`config.mk`:
```
export PLATFORM = sky130hd
export DESIGN_NAME = gmux_gpio
export DESIGN_NICKNAME = d
export VERILOG_FILES = /design/src/rtl/gmux_pkg.sv /design/src/rtl/gmux_sync.sv /design/src/rtl/gmux_cfg_regs.sv /design/src/rtl/gmux_port.sv /design/src/rtl/gmux_pin.sv /design/src/rtl/gmux_gpio.sv
export SDC_FILE = /design/constraint.sdc
export NUM_CORES = 1
export LEC_CHECK = 0
export CAP_MARGIN = 20
export CORE_UTILIZATION = 25
export DETAILED_ROUTE_END_ITERATION = 12
export PLACE_DENSITY = 0.45
export SYNTH_ARGS = -nofsm -noshare
export SYNTH_HDL_FRONTEND = slang
export SYNTH_SLANG_ARGS = --single-unit
export TNS_END_PERCENT = 50
```
`constraint.sdc`:
```
create_clock -name clk -period 1.9 [get_ports clk]
set_clock_uncertainty 0.05 [all_clocks]
set_input_delay 0.285 -clock clk [delete_from_list [all_inputs] [get_ports clk]]
set_output_delay 0.285 -clock clk [all_outputs]
set_load 0.02 [all_outputs]
```
`src/rtl/gmux_pkg.sv`:
```
package gmux_pkg;

  typedef struct packed {
    logic spc;
    logic inv;
    logic inp;
  } pin_cfg_t;

  localparam logic [7:0] CFG_BYTE_MASK  = 8'h0B;
  localparam logic [7:0] CFG_BYTE_RESET = 8'h01;
  localparam logic [7:0] SEL_BYTE_MASK  = 8'h83;

  function automatic logic [7:0] pair_index_addr(input logic [1:0] sel);
    case (sel)
      2'd0:    return 8'hE0;
      2'd1:    return 8'hE2;
      2'd2:    return 8'hE4;
      default: return 8'hEA;
    endcase
  endfunction

  function automatic pin_cfg_t cfg_from_byte(input logic [7:0] b);
    pin_cfg_t c;
    c.spc = b[3];
    c.inv = b[1];
    c.inp = b[0];
    return c;
  endfunction

endpackage

```
`src/rtl/gmux_sync.sv`:
```
module gmux_sync #(
  parameter int W      = 22,
  parameter int STAGES = 2
) (
  input  logic         clk,
  input  logic         rst,
  input  logic [W-1:0] d,
  output logic [W-1:0] q
);

  logic [W-1:0] stg [STAGES];

  always_ff @(posedge clk) begin
    if (rst) begin
      for (int i = 0; i < STAGES; i++) stg[i] <= '0;
    end else begin
      stg[0] <= d;
      for (int i = 1; i < STAGES; i++) stg[i] <= stg[i-1];
    end
  end

  assign q = stg[STAGES-1];

endmodule

```
`src/rtl/gmux_cfg_regs.sv`:
```
module gmux_cfg_regs
  import gmux_pkg::*;
#(
  parameter int NPIN     = 22,
  parameter int A_W      = 8,
  parameter int B_W      = 6,
  parameter int BASE_A   = 'hE0,
  parameter int BASE_B   = 'hE8,
  parameter int BASE_C   = 'hF5,
  parameter int SEL_ADDR = 'h03
) (
  input  logic                 clk,
  input  logic                 rst,
  input  logic                 cfg_wr,
  input  logic                 cfg_rd,
  input  logic [7:0]           cfg_addr,
  input  logic [7:0]           cfg_wdata,
  output logic [7:0]           cfg_rdata,
  output logic                 sel_en,
  output logic [1:0]           sel_pair,
  output pin_cfg_t [NPIN-1:0]  pin_cfg
);

  localparam logic [7:0] SEL_A = 8'(SEL_ADDR);

  logic [7:0] sel_q;
  logic [7:0] cfg_q [NPIN];
  logic [7:0] rd_mux;

  function automatic logic [7:0] pin_addr(input int p);
    if (p < A_W)            return 8'(BASE_A + p);
    else if (p < A_W + B_W) return 8'(BASE_B + p - A_W);
    else                    return 8'(BASE_C + p - A_W - B_W);
  endfunction

  always_ff @(posedge clk) begin
    if (rst) begin
      sel_q <= '0;
      for (int p = 0; p < NPIN; p++) cfg_q[p] <= CFG_BYTE_RESET;
    end else if (cfg_wr) begin
      if (cfg_addr == SEL_A) sel_q <= cfg_wdata & SEL_BYTE_MASK;
      for (int p = 0; p < NPIN; p++)
        if (cfg_addr == pin_addr(p)) cfg_q[p] <= cfg_wdata & CFG_BYTE_MASK;
    end
  end

  always_comb begin
    rd_mux = '0;
    if (cfg_addr == SEL_A) rd_mux = sel_q;
    for (int p = 0; p < NPIN; p++)
      if (cfg_addr == pin_addr(p)) rd_mux = rd_mux | cfg_q[p];
  end

  always_ff @(posedge clk) begin
    if (rst)         cfg_rdata <= '0;
    else if (cfg_rd) cfg_rdata <= rd_mux;
  end

  always_comb begin
    for (int p = 0; p < NPIN; p++) pin_cfg[p] = cfg_from_byte(cfg_q[p]);
  end

  assign sel_en   = sel_q[7];
  assign sel_pair = sel_q[1:0];

  // a relocation write lands in the enable and pair outputs
  assert_sel_write_R2: assert property (@(posedge clk) disable iff (rst)
    (cfg_wr && cfg_addr == SEL_A) |=>
      (sel_en == $past(cfg_wdata[7]) && sel_pair == $past(cfg_wdata[1:0])));

  // unstored setup bits always read back as zero
  assert_unused_zero_R7: assert property (@(posedge clk) disable iff (rst)
    (cfg_rd && cfg_addr != SEL_A) |=> (cfg_rdata[7:4] == 4'd0 && cfg_rdata[2] == 1'b0));

  // read data only moves on a read strobe
  assert_rdata_hold_R12: assert property (@(posedge clk) disable iff (rst)
    !cfg_rd |=> $stable(cfg_rdata));

endmodule

```
`src/rtl/gmux_port.sv`:
```
module gmux_port
  import gmux_pkg::*;
#(
  parameter int NPIN = 22,
  parameter int A_W  = 8,
  parameter int B_W  = 6,
  parameter int C_W  = 8
) (
  input  logic            clk,
  input  logic            rst,
  input  logic            io_wr,
  input  logic            io_rd,
  input  logic [7:0]      io_addr,
  input  logic [7:0]      io_wdata,
  output logic [7:0]      io_rdata,
  input  logic            sel_en,
  input  logic [1:0]      sel_pair,
  input  logic [NPIN-1:0] rd_bits,
  output logic [NPIN-1:0] latch
);

  localparam int B_LO = A_W;
  localparam int C_LO = A_W + B_W;

  logic [7:0] base;
  logic       idx_hit;
  logic       dat_hit;
  logic [7:0] index_q;
  logic [7:0] grp_val;
  logic [7:0] rd_mux;

  assign base    = pair_index_addr(sel_pair);
  assign idx_hit = sel_en && (io_addr == base);
  assign dat_hit = sel_en && (io_addr == base + 8'd1);

  always_comb begin
    grp_val = '0;
    case (index_q)
      8'd1: grp_val[A_W-1:0] = rd_bits[B_LO-1:0];
      8'd2: grp_val[B_W-1:0] = rd_bits[C_LO-1:B_LO];
      8'd3: grp_val[C_W-1:0] = rd_bits[NPIN-1:C_LO];
      default: grp_val = '0;
    endcase
  end

  always_comb begin
    if (idx_hit)      rd_mux = index_q;
    else if (dat_hit) rd_mux = grp_val;
    else              rd_mux = 8'hFF;
  end

  always_ff @(posedge clk) begin
    if (rst) begin
      index_q  <= '0;
      latch    <= '0;
      io_rdata <= '0;
    end else begin
      if (io_rd) io_rdata <= rd_mux;
      if (io_wr && idx_hit) index_q <= io_wdata;
      if (io_wr && dat_hit) begin
        case (index_q)
          8'd1: latch[B_LO-1:0]    <= io_wdata[A_W-1:0];
          8'd2: latch[C_LO-1:B_LO] <= io_wdata[B_W-1:0];
          8'd3: latch[NPIN-1:C_LO] <= io_wdata[C_W-1:0];
          default: ;
        endcase
      end
    end
  end

  // a gated write leaves the latches alone
  assert_gated_write_R3: assert property (@(posedge clk) disable iff (rst)
    (io_wr && !sel_en) |=> $stable(latch));

  // a gated read returns all ones
  assert_gated_read_R3: assert property (@(posedge clk) disable iff (rst)
    (io_rd && !sel_en) |=> (io_rdata == 8'hFF));

  // data writes under an unmapped index change nothing
  assert_bad_index_R4: assert property (@(posedge clk) disable iff (rst)
    (io_wr && dat_hit && (index_q == 8'd0 || index_q > 8'd3)) |=> $stable(latch));

  generate
    if (B_W < 8) begin : g_sparse
      // top bits of the short group read as zero
      assert_short_group_R5: assert property (@(posedge clk) disable iff (rst)
        (io_rd && dat_hit && index_q == 8'd2) |=> (io_rdata[7:B_W] == '0));
    end
  endgenerate

endmodule

```
`src/rtl/gmux_pin.sv`:
```
module gmux_pin
  import gmux_pkg::*;
(
  input  logic     clk,
  input  logic     rst,
  input  pin_cfg_t cfg,
  input  logic     lat,
  input  logic     pad_s,
  input  logic     alt_out,
  input  logic     alt_oe,
  output logic     pad_out,
  output logic     pad_oe,
  output logic     rd_bit
);

  assign rd_bit = (cfg.inp || cfg.spc) ? (pad_s ^ cfg.inv) : lat;

  always_ff @(posedge clk) begin
    if (rst) begin
      pad_out <= 1'b0;
      pad_oe  <= 1'b0;
    end else if (cfg.spc) begin
      pad_out <= alt_out;
      pad_oe  <= alt_oe;
    end else begin
      pad_out <= lat ^ cfg.inv;
      pad_oe  <= ~cfg.inp;
    end
  end

  // special mode forwards the peripheral's drive one clock later
  assert_special_follow_R10: assert property (@(posedge clk) disable iff (rst)
    cfg.spc |=> (pad_oe == $past(alt_oe) && pad_out == $past(alt_out)));

  // a plain input never drives its pad
  assert_input_quiet_R8: assert property (@(posedge clk) disable iff (rst)
    (cfg.inp && !cfg.spc) |=> !pad_oe);

  // a plain output drives with its enable set
  assert_output_drive_R8: assert property (@(posedge clk) disable iff (rst)
    (!cfg.inp && !cfg.spc) |=> pad_oe);

endmodule

```
`src/rtl/gmux_gpio.sv`:
```
module gmux_gpio
  import gmux_pkg::*;
#(
  parameter int GRP_A_W     = 8,
  parameter int GRP_B_W     = 6,
  parameter int GRP_C_W     = 8,
  parameter int SYNC_STAGES = 2,
  parameter int CFG_SEL     = 'h03,
  parameter int CFG_BASE_A  = 'hE0,
  parameter int CFG_BASE_B  = 'hE8,
  parameter int CFG_BASE_C  = 'hF5,
  localparam int NPIN       = GRP_A_W + GRP_B_W + GRP_C_W
) (
  input  logic            clk,
  input  logic            rst,
  input  logic            cfg_wr,
  input  logic            cfg_rd,
  input  logic [7:0]      cfg_addr,
  input  logic [7:0]      cfg_wdata,
  output logic [7:0]      cfg_rdata,
  input  logic            io_wr,
  input  logic            io_rd,
  input  logic [7:0]      io_addr,
  input  logic [7:0]      io_wdata,
  output logic [7:0]      io_rdata,
  input  logic [NPIN-1:0] pad_in,
  output logic [NPIN-1:0] pad_out,
  output logic [NPIN-1:0] pad_oe,
  input  logic [NPIN-1:0] alt_out,
  input  logic [NPIN-1:0] alt_oe,
  output logic [NPIN-1:0] alt_in
);

  logic                sel_en;
  logic [1:0]          sel_pair;
  pin_cfg_t [NPIN-1:0] pin_cfg;
  logic [NPIN-1:0]     latch;
  logic [NPIN-1:0]     rd_bits;
  logic [NPIN-1:0]     pad_s;

  gmux_cfg_regs #(
    .NPIN(NPIN), .A_W(GRP_A_W), .B_W(GRP_B_W),
    .BASE_A(CFG_BASE_A), .BASE_B(CFG_BASE_B), .BASE_C(CFG_BASE_C),
    .SEL_ADDR(CFG_SEL)
  ) u_cfg (
    .clk(clk), .rst(rst),
    .cfg_wr(cfg_wr), .cfg_rd(cfg_rd), .cfg_addr(cfg_addr),
    .cfg_wdata(cfg_wdata), .cfg_rdata(cfg_rdata),
    .sel_en(sel_en), .sel_pair(sel_pair), .pin_cfg(pin_cfg)
  );

  gmux_port #(
    .NPIN(NPIN), .A_W(GRP_A_W), .B_W(GRP_B_W), .C_W(GRP_C_W)
  ) u_port (
    .clk(clk), .rst(rst),
    .io_wr(io_wr), .io_rd(io_rd), .io_addr(io_addr),
    .io_wdata(io_wdata), .io_rdata(io_rdata),
    .sel_en(sel_en), .sel_pair(sel_pair),
    .rd_bits(rd_bits), .latch(latch)
  );

  gmux_sync #(.W(NPIN), .STAGES(SYNC_STAGES)) u_sync (
    .clk(clk), .rst(rst), .d(pad_in), .q(pad_s)
  );

  assign alt_in = pad_s;

  generate
    for (genvar p = 0; p < NPIN; p++) begin : g_pin
      gmux_pin u_pin (
        .clk(clk), .rst(rst),
        .cfg(pin_cfg[p]), .lat(latch[p]), .pad_s(pad_s[p]),
        .alt_out(alt_out[p]), .alt_oe(alt_oe[p]),
        .pad_out(pad_out[p]), .pad_oe(pad_oe[p]), .rd_bit(rd_bits[p])
      );
    end
  endgenerate

endmodule

```
==> qor.txt <==
Clk Latency, worst-skew pair -> 0.45 ns
Ys Warns -> 0
Register area share after synthesis -> 0.510
Critical path fanouts, max -> 8
Max Cap Violations -> 0
Final setup margin -> -0.0631 ns
Crit path to -> u_port.latch[7]$_SDFFE_PP0P_
H-tree depth -> 4
Footprint of the multi-input gates -> 0.00388 mm²
Cells after DPL -> 1623
Cell Pwr Density -> 759 mW/mm²
DRT Wirelength -> 32000 µm
# setup viols final -> 13
Asr flop ratio synth -> 0
Rel. slew slack -> 0.609
GP Congestion -> 0.948
GRT Resource Usage Total -> 0.172
CP required -> 2.17 ns
Chip Height -> 193 µm
Largest net degree at the start of global routing -> 95
Initial DRT Pass Iterations -> 9
Layout cells sized above 1 -> 0.197
Met3 Track Usage GR -> 0.0295
Initial Util -> 0.255
# IOs -> 186
Critical Path Max Stage Delay -> 0.56 ns
CTS root buffer -> clkbuf_16
Reg2reg start -> u_cfg.sel_q[0]$_SDFFE_PP0P_
Critical R2R Capture -> u_port.latch[7]$_SDFFE_PP0P_
Crit Path Class -> reg2reg
N_diodes -> 0
Final Hold Viols -> 0
Fillers -> 3762
Core Region -> 0.0357 mm²
Post-DP HPWL -> 25200 µm
Crit. path cell count -> 6
Die X -> 193 µm
Vias per cell -> 4.54
Max IR drop VDD -> 642 µV
Number of global-route vias before repair -> 7147
CP Cell Sequence -> xor2_1 -> or4b_4 -> nor4_4 -> buf_12 -> mux2i_1 -> nor2_1
Startpoint types -> flop
Met2 GRT Util -> 0.255
PortBufs -> 177
Slowest cell on the critical path -> or4b_4
Initial DRC count -> 487
Primary FF master, synth -> dfxtp_1
Netlist cell types -> 62
Hold depth -> 2
Crit-path leading delay family -> simple AND/OR/NAND/NOR gates
Mapped Cells -> 940
Worst setup path start -> u_cfg.sel_q[0]$_SDFFE_PP0P_
GR Layer Usage met1 -> 0.251
Nets -> 1286
Status -> finished, violations left
Grt ovf -> 0
Fin crit share -> 1.03
Minimum clock period -> 1.96 ns
Row count -> 69
Yosys top cell area share -> 0.292
Final total power -> 9.69 mW
Area leader, netlist -> dfxtp_1
RSZ-0062 raised after global routing -> yes
Fin cells -> 1656
Clk sinks -> 199
Routed via count -> 7526
Reg clk slew, reported paths -> 0.08 ns
Residual DRC count -> 11
Detail Route Antenna Nets -> 0
CTS Buf Count -> 17
Failing checks -> design-rule violations, negative setup slack
Register-to-register setup slack -> -0.06 ns
Syn Area/Cell -> 9.69 µm²
P&R area growth vs syn -> 40.3%
Wire per inst -> 19.3 µm
Most used routing layer -> met2
Hold Crit Class -> in2reg
Clock Path Buffers -> 2
Ranking of synthesized cells by area -> dfxtp_1 29%, edfxtp_1 22%, nor2_1 6.8%
Critical path endpoint category -> flop
Die area -> 0.0372 mm²
Peak Freq -> 509 MHz
Static leakage -> 4.93 nW
Crit path arrival time -> 2.24 ns
Reg area -> 0.00465 mm²
Worst R2R Path Depth -> 6
CTS tree -> done
Initial antenna violation count -> 0
Flip-flop and latch count after synthesis -> 199
Final max-slew violation count -> 0
Worst slew pin tran -> 0.581 ns
First-pass GRT wire length -> 45400 µm
Critical path buffers and inverters -> 1
Mapped cell area -> 0.00911 mm²
Post-synth EDFFs -> 66
[worst min path at each step]
stage / end / from / slack, ns
floorplan: u_sync.stg[0][0]$_SDFF_PP0_ / pad_in[0] / 0.36
global placement: u_sync.stg[0][29]$_SDFF_PP0_ / u_sync.stg[0][7]$_SDFF_PP0_ / 0.37
detailed placement: u_sync.stg[0][38]$_SDFF_PP0_ / u_sync.stg[0][16]$_SDFF_PP0_ / 0.37
CTS: u_port.latch[4]$_SDFFE_PP0P_ / rst / 0.07
global route: u_port.latch[4]$_SDFFE_PP0P_ / rst / 0.09
finish: u_port.latch[4]$_SDFFE_PP0P_ / rst / 0.10
[power by group]
part / leakage [nW] / internal (mW) / switching [mW] / total, mW
clock: 0.272 / 1.82 / 1.72 / 3.55
sequential: 1.74 / 4.59 / 0.154 / 4.75
combinational: 2.92 / 0.703 / 0.695 / 1.40
total: 4.93 / 7.12 / 2.57 / 9.69
[final cells by class]
cell class,instances,area share
clock inverters,14,0.00989
repair buffers,340,0.242
inverters,6,0.00176
flip-flops and latches,199,0.364
clock buffers,18,0.0336
well taps,461,0.0451
multi-input cells,618,0.304
[synthesized netlist by cell type (all sizes together), types with 5 or more instances]
cell type,number
buf,85
a22oi,8
a311oi,5
mux2i,40
nand2,28
or3,19
mux2,6
o21bai,5
xor2,13
o32ai,5
inv,6
or2,6
nand2b,29
nor2b,49
o21ai,17
nand4,14
nand3,34
clkbuf,35
nor2,165
dfxtp,133
nor3,8
nor4,5
edfxtp,66
xnor2,32
o211ai,7
nand4b,7
a21oi,54
a221oi,5
[layer usage]
layer / routed length, µm / vias up
met4: 554 / 0
met3: 1650 / 24
li1: - / 3697
met2: 13900 / 221
met1: 15900 / 3584
met5: 0 / -
[stage by stage]
step | area, µm² | util | hold slack [ns] | setup TNS [ns] | setup WS, ns
4_1_cts | 12700 | 0.354 | 0.0714 | -0.525 | -0.0639
2_1_floorplan | 9130 | - | 0.363 | -1.28 | -0.123
3_3_place_gp | 12100 | 0.338 | 0.367 | -37.76 | -0.522
5_1_grt | 12800 | 0.357 | 0.0894 | -1.63 | -0.141
6_report | 12800 | 0.357 | 0.104 | -0.488 | -0.0631
3_5_place_dp | 12100 | 0.338 | 0.370 | -41.26 | -0.509
[registers in the layout, indices dropped and copies added, names as in the netlist]
signal               cells
g_pin.u_pin.pad_oe      22
u_cfg.sel_q              3
u_cfg.cfg_rdata          4
u_sync.stg              44
u_port.index_q           8
u_port.io_rdata          8
g_pin.u_pin.pad_out     22
u_port.latch            22
u_cfg.cfg_q             66
[cell usage in the layout (no fill, tap or decap), types with 8 or more instances in the layout]
cell             instances
nand2b_1                29
clkbuf_16               17
clkdlybuf4s50_1        166
nor2_1                 163
buf_4                  155
dfxtp_1                132
mux2i_1                 39
o21ai_0                 15
a22oi_1                  8
xnor2_1                 32
nand4_1                 13
a21oi_1                 54
nand3_1                 33
or3_1                   19
xor2_1                  13
edfxtp_1                66
buf_12                   8
nand2_1                 27
nor2b_1                 48
[what timing repair did]
action | 4_1_cts | 5_1_grt
hold buffers | 0 | 0
setup endpoints to repair | 32 | 43
cloned | 0 | 0
gates resized for setup | 16 | 25
buffers inserted | 0 | 1
endpoints found under the hold margin | 0 | 0
[kinds of logic (layout without fill, tap and decap cells)]
logic type	after synthesis	after routing	share of synthesized area
flops	199	199	0.510
compound gates	137	137	0.0969
xor+xnor	45	45	0.0433
simple gates	385	385	0.215
buf+inv	126	378	0.0808
other cells	1	4	0.000412
mux	47	47	0.0539
No activity file was read; power rests on OpenSTA's default activity.
